===== src/rtl/led_pwm_streamer.sv =====
module led_pwm_streamer #(
  parameter int NUM_LEDS     = 4,
  parameter int PERIOD_TICKS = 125,
  parameter int ZERO_HIGH    = 35,
  parameter int ONE_HIGH     = 80,
  parameter int GAP_SLOTS    = 50,
  parameter int LED_W        = (NUM_LEDS > 1) ? $clog2(NUM_LEDS) : 1
) (
  input  logic             clk,
  input  logic             rst_n,
  input  logic             wr_en,
  input  logic [LED_W-1:0] wr_led,
  input  logic [7:0]       wr_red,
  input  logic [7:0]       wr_green,
  input  logic [7:0]       wr_blue,
  output logic             led_dout
);
  localparam int DATA_SLOTS = NUM_LEDS * 24;
  localparam int SLOTS      = DATA_SLOTS + GAP_SLOTS;
  localparam int CW         = $clog2(PERIOD_TICKS);
  localparam int IW         = $clog2(SLOTS);
  localparam logic [CW-1:0] CODE0 = CW'(ZERO_HIGH);
  localparam logic [CW-1:0] CODE1 = CW'(ONE_HIGH);
  localparam logic [CW-1:0] LAST_TICK = CW'(PERIOD_TICKS - 1);

  logic [CW-1:0] tick, cmp_q, next_duty;
  logic [IW-1:0] slot;
  logic [CW-1:0] duty_mem [DATA_SLOTS];
  logic [23:0]   colour;

  assign colour    = {wr_green, wr_red, wr_blue};
  assign next_duty = (slot < IW'(DATA_SLOTS)) ? duty_mem[slot] : '0;
  assign led_dout  = tick < cmp_q;

  always_ff @(posedge clk) begin
    for (int l = 0; l < NUM_LEDS; l++) begin
      for (int e = 0; e < 24; e++) begin
        if (!rst_n)
          duty_mem[l*24+e] <= CODE0;
        else if (wr_en && wr_led == LED_W'(l))
          duty_mem[l*24+e] <= colour[23-e] ? CODE1 : CODE0;
      end
    end
  end

  always_ff @(posedge clk) begin
    if (!rst_n) begin
      tick  <= '0;
      cmp_q <= '0;
      slot  <= '0;
    end else if (tick == LAST_TICK) begin
      tick  <= '0;
      cmp_q <= next_duty;
      slot  <= (slot == IW'(SLOTS - 1)) ? '0 : slot + 1'b1;
    end else begin
      tick <= tick + 1'b1;
    end
  end
endmodule


===== config.mk =====
export PLATFORM = sky130hd
export DESIGN_NAME = led_pwm_streamer
export DESIGN_NICKNAME = d
export VERILOG_FILES = /design/src/rtl/led_pwm_streamer.sv
export SDC_FILE = /design/constraint.sdc
export NUM_CORES = 1
export LEC_CHECK = 0
export ABC_AREA = 1
export BUFFER_PORTS_ARGS = -buffer_cell sky130_fd_sc_hd__buf_2
export CAP_MARGIN = 10
export CORE_UTILIZATION = 50
export CTS_CLUSTER_DIAMETER = 100
export DETAILED_ROUTE_END_ITERATION = 16
export PLACE_DENSITY = 0.8
export SLEW_MARGIN = 20
export SYNTH_ARGS = -nofsm -noshare
export SYNTH_HDL_FRONTEND = slang
export SYNTH_SLANG_ARGS = --single-unit

===== constraint.sdc =====
create_clock -name clk -period 1.9 [get_ports clk]
set_clock_uncertainty 0.05 [all_clocks]
set_input_delay 0.095 -clock clk [delete_from_list [all_inputs] [get_ports clk]]
set_output_delay 0.095 -clock clk [all_outputs]
set_load 0.03 [all_outputs]

## Word-level counts from Yosys, hierarchy flattened

Memory sizes are Yosys's and may differ from the RTL's. A register that Yosys moved wholly into a read port is not among the register bits.
Index checks and enable logic that the tools add are counted.

| operators by class | value |
|---|---|
| bitwise gates (word level) | 97 |
| $lt $le $gt $ge | 2 |
| equality and inequality tests | 5 |
| muxes and demuxes | 137 |
| reductions and logical operators | 6 |
| $add $sub $neg | 2 |

Operators by type and width:

| kind | count |
|---|---|
| $mux 7 | 123 |
| $or 1x1->1 | 96 |
| $mux 1 | 13 |
| $add 8x1->8 const B | 1 |
| $eq 8x8->1 const B | 1 |
| $lt 8x7->1 const B | 1 |
| $mux 8 | 1 |
| $add 7x1->7 const B | 1 |
| $eq 7x7->1 const B | 1 |
| $lt 7x7->1 | 1 |
| $eq 2x2->1 const B | 2 |
| $logic_and 1x1->1 | 4 |
| $eq 2x1->1 const B | 1 |
| $logic_not 2->1 | 1 |
| $reduce_or 2->1 | 1 |
| $not 1->1 | 1 |

| storage, ports and cells | value |
|---|---|
| output and inout bits | 1 |
| memories kept | 1 |
| memory bits (writable) | 672 |
| logic and storage cells | 253 |
| input bits | 29 |
| bits in registers | 22 |

Memories:

| memory | depth | bits a word | rd ports | clocked after Yosys merged registers in | wr ports | line | text |
|---|---|---|---|---|---|---|---|
| duty_mem | 96 | 7 | 1 | 1 | 96 | 28 | `logic [CW-1:0] duty_mem [DATA_SLOTS];` |

## Depth between registers and ports, before layout

| logic depth | value |
|---|---|
| depth after elaboration | 6 |
| depth in mapped cells | 14 |

## Worst setup path after synthesis

No wires, ideal clock.

| timing path | value |
|---|---|
| path kind | input-to-reg |
| start | input wr_led[0] |
| end | memory duty_mem[72][4] (netlist bit) (enable) |
| path slack | 0.044 ns |
| data arrival time | 1.400 ns |
| stages on the path | 4 |
| cell sequence | inv_1 -> nor3_1 -> inv_1 -> nand2_1 |

RTL lines:

| what | line | text |
|---|---|---|
| start, declared | 12 | `input logic [LED_W-1:0] wr_led,` |
| end, declared | 28 |  |

## Worst setup path after layout

| timing path | value |
|---|---|
| start | register cmp_q[5] |
| end | output led_dout |

| on the way | value |
|---|---|
| word-level cells in the longest chain between the ends | 1 |

RTL lines:

| what | line | text |
|---|---|---|
| start, declared | 26 | `logic [CW-1:0] tick, cmp_q, next_duty;` |
| start signal, assigned | 53 | `cmp_q <= next_duty;` |
| $lt 7x7->1 | 33 | `assign led_dout = tick < cmp_q;` |
| end, declared | 16 | `output logic led_dout` |

No other way between the ends.

==> metrics.cfg <==
[run_status]
status = completed

[critical_path]
r2r_slack_ns = 0.13
cp-end-kind = output port
reg2reg_depth = 7
max_stage_delay_ns = 0.35
crit_fanout = 2
cp-start-kind = register
slowest_stage = dfxtp_2
worstPathCellList = inv_2 > buf_4 > ha_1 > o21ai_1 > nand2_1 > a21oi_2 > buf_6
crit_type = register to output port
arrival_ns = 1.75
cp.required_ns = 1.75
rr_startpoint = tick[0]$_SDFF_PP0_

[sta]
fin_crit_sh_pct = 99.7
slew_headroom_pct = 74.6
drv_slew = 0
grt_setup_unrepaired = yes
fmax_mhz = 528
max_slew.worst_pin.slew_ns = 0.382
min_period_ns = 1.89
setup_viol = 0
setup_ws_ns = 0.00659
finalHoldViolCount = 0

[clocking]
htreeDepth = 1
numCtsBuffers = 23
clockBufferDepth = 3
clock_latency_ns = 0.53
path_clk_slew_ns = 0.06
root_buffer = clkbuf_16
cts.sinks = 216
cts_tree = built

[routing]
vias = 6967
wl_per_cell_um = 15.6
drcViolationCount = 0
wl_um = 20900
drtAntennaViolNets = 0
dr.pass1.iters = 5
vias_per_cell = 5.20
drt_iter0_drc = 530

[cells_and_area]
final_core_util_pct = 59.7
nets = 1100
diodes = 0
multi_input_area_um2 = 2640
fillers = 1513
final_layout_size_suffix_gt1_share_pct = 10.2
ff_latch_area_um2 = 6260
synthToLayoutAreaGrowth_pct = 16.0

[logic_synthesis]
syn_inst = 1008
synth-edff-count = 192
ys_ff_latch = 216
yosys_warnings = 0
synth.distinct_cells = 27
ys.flop_type = edfxtp_1
seq_area_frac_synth_pct = 64.5
synth_area_per_cell_um2 = 9.61
synth.net_count = 1045
synth_area_um2 = 9690
synthArstFlopShare_pct = 0

[place]
numPortBuffers = 29
place_ws_ns = 0.166
dp_hpwl_um = 13000
finalWeightedCongestion = 0.905

[power]
p_leak_nw = 4.41
irDropWorstVdd_uv = 751
power_density_nw_per_um2 = 938

[global_route]
grt_usage_pct = 21.7
grt_overflow = 0
grt_max_degree = 71
grt_pass1_wl_um = 33300
antenna_found_initial = 0
grt_pass1_vias = 6882

[floorplanning]
dieHeight_um = 141
rows = 50
die_x_um = 141
start_util_pct = 51.4
io_pins = 30
die-area_um2 = 19900
fp.coreArea_um2 = 18800

[job]
maxCapViolCount = 0

[min_path]
min-delay-start = wr_red[7]
worst_hold_path_type = primary input to register
hold_depth = 3
whs_endpoint = duty_mem[8][4]$_SDFFCE_PN0P_

## Yosys cell counts, drive strengths merged, types with 4 or more instances
master,n,area share (%)
a21oi,9,0.46
buf,41,2.6
clkbuf,5,0.19
dfxtp,24,5.0
edfxtp,192,60
ha,8,1.0
inv,156,6.1
nand2,266,10
nand3,167,8.6
nand4,4,0.26
nor2,114,4.5
nor3,5,0.37
o21ai,8,0.41
xor2,4,0.36
## state kept, by name, summed over array words and instances, names as in the netlist, named ones only
| signal | count |
|---|---|
| slot | 8 |
| duty_mem | 192 |
| cmp_q | 2 |
| tick | 7 |
## report_power, final
group          total, mW  switching [mW]  leakage, nW  internal (mW)
combinational      0.551           0.353         1.95          0.198
sequential          5.59          0.0932         2.09           5.49
clock               4.41            1.77        0.373           2.64
total               10.5            2.22         4.41           8.33
## metal layers
| metal | GRT usage (%) | wire [µm] |
|---|---|---|
| met2 | 38.3 | 10300 |
| met3 | 3.53 | 1470 |
| met1 | 26.3 | 8250 |
| met5 | 0 | 0 |
| met4 | 9.21 | 844 |
## worst max-delay path by stage
stage | slack [ns] | start | end
3_3_place_gp | 0.18 | tick[0]$_SDFF_PP0_ | register
4_1_cts | 0.001 | cmp_q[5]$_SDFFE_PN0N_ | led_dout
3_5_place_dp | 0.17 | tick[0]$_SDFF_PP0_ | register
6_report | 0.007 | cmp_q[5]$_SDFFE_PN0N_ | led_dout
2_1_floorplan | 0.04 | wr_led[0] | duty_mem[72][4]$_SDFFCE_PN0P_
5_1_grt | -0.08 | cmp_q[5]$_SDFFE_PN0N_ | led_dout
## critical path, delay by kind of cell, from the launching register on
family / cells / cell delay [ns]
AND/OR/NAND/NOR: 1 / 0.08
flip-flops: 1 / 0.35
AO/OA/AOI/OAI: 2 / 0.22
adder cells (fa/ha/maj): 1 / 0.26
buffers and inverters: 3 / 0.35
## layout make-up
cell class / count / area share, %
clock inverters: 15 / 1.42
inverters: 157 / 5.29
multi-input cells: 589 / 23.5
repair buffers: 76 / 6.00
clock buffers: 26 / 5.22
well taps: 260 / 2.89
flip-flops and latches: 216 / 55.7
## stage by stage
step / instances / hold WS [ns] / power (mW) / setup TNS (ns) / instance area [µm²]
final: 1339 / 0.0299 / 10.5 / 0 / 11200
after global routing: 1339 / 0.0191 / 10.9 / -0.0806 / 11200
after CTS: 1339 / 0.00356 / 10.6 / 0 / 11200
after detailed placement: 1272 / 0.403 / 6.18 / 0 / 10200
after global placement: 1272 / 0.402 / 6.15 / 0 / 10200
after floorplan: 1008 / 0.269 / 5.97 / 0 / 9690
## timing repair
action,CTS,global route
endpoints found under the setup margin,1,3
buffers inserted,3,0
resized for setup,17,2
pin swaps,4,2
endpoints found under the hold margin,140,0
hold buffers,23,0
## cells by family (layout without fill, tap and decap cells)
kind of cell / count (synthesis) / in the layout / synth area share, %
compound gates: 19 / 19 / 1.05
xor+xnor: 4 / 4 / 0.362
simple gates: 558 / 558 / 24.2
fa+ha+maj: 8 / 8 / 1.03
buf+inv: 203 / 274 / 8.89
flops: 216 / 216 / 64.5
## cell usage in the layout (no fill, tap or decap), types with 2 or more instances in the layout
cell / count
a21oi_1: 7
a21oi_2: 2
buf_12: 9
buf_2: 28
buf_4: 15
bufinv_16: 3
clkbuf_1: 3
clkbuf_16: 23
clkinv_1: 5
clkinv_2: 7
dfxtp_1: 18
dfxtp_2: 5
dlygate4sd3_1: 23
edfxtp_1: 192
ha_1: 6
ha_4: 2
inv_1: 152
inv_2: 3
nand2_1: 262
nand2_2: 4
nand3_1: 167
nand4_1: 4
nor2_1: 113
nor3_1: 3
nor3_4: 2
o21ai_0: 5
o21ai_1: 2
xor2_1: 4
Note: power is estimated with default switching activity, not from simulation.
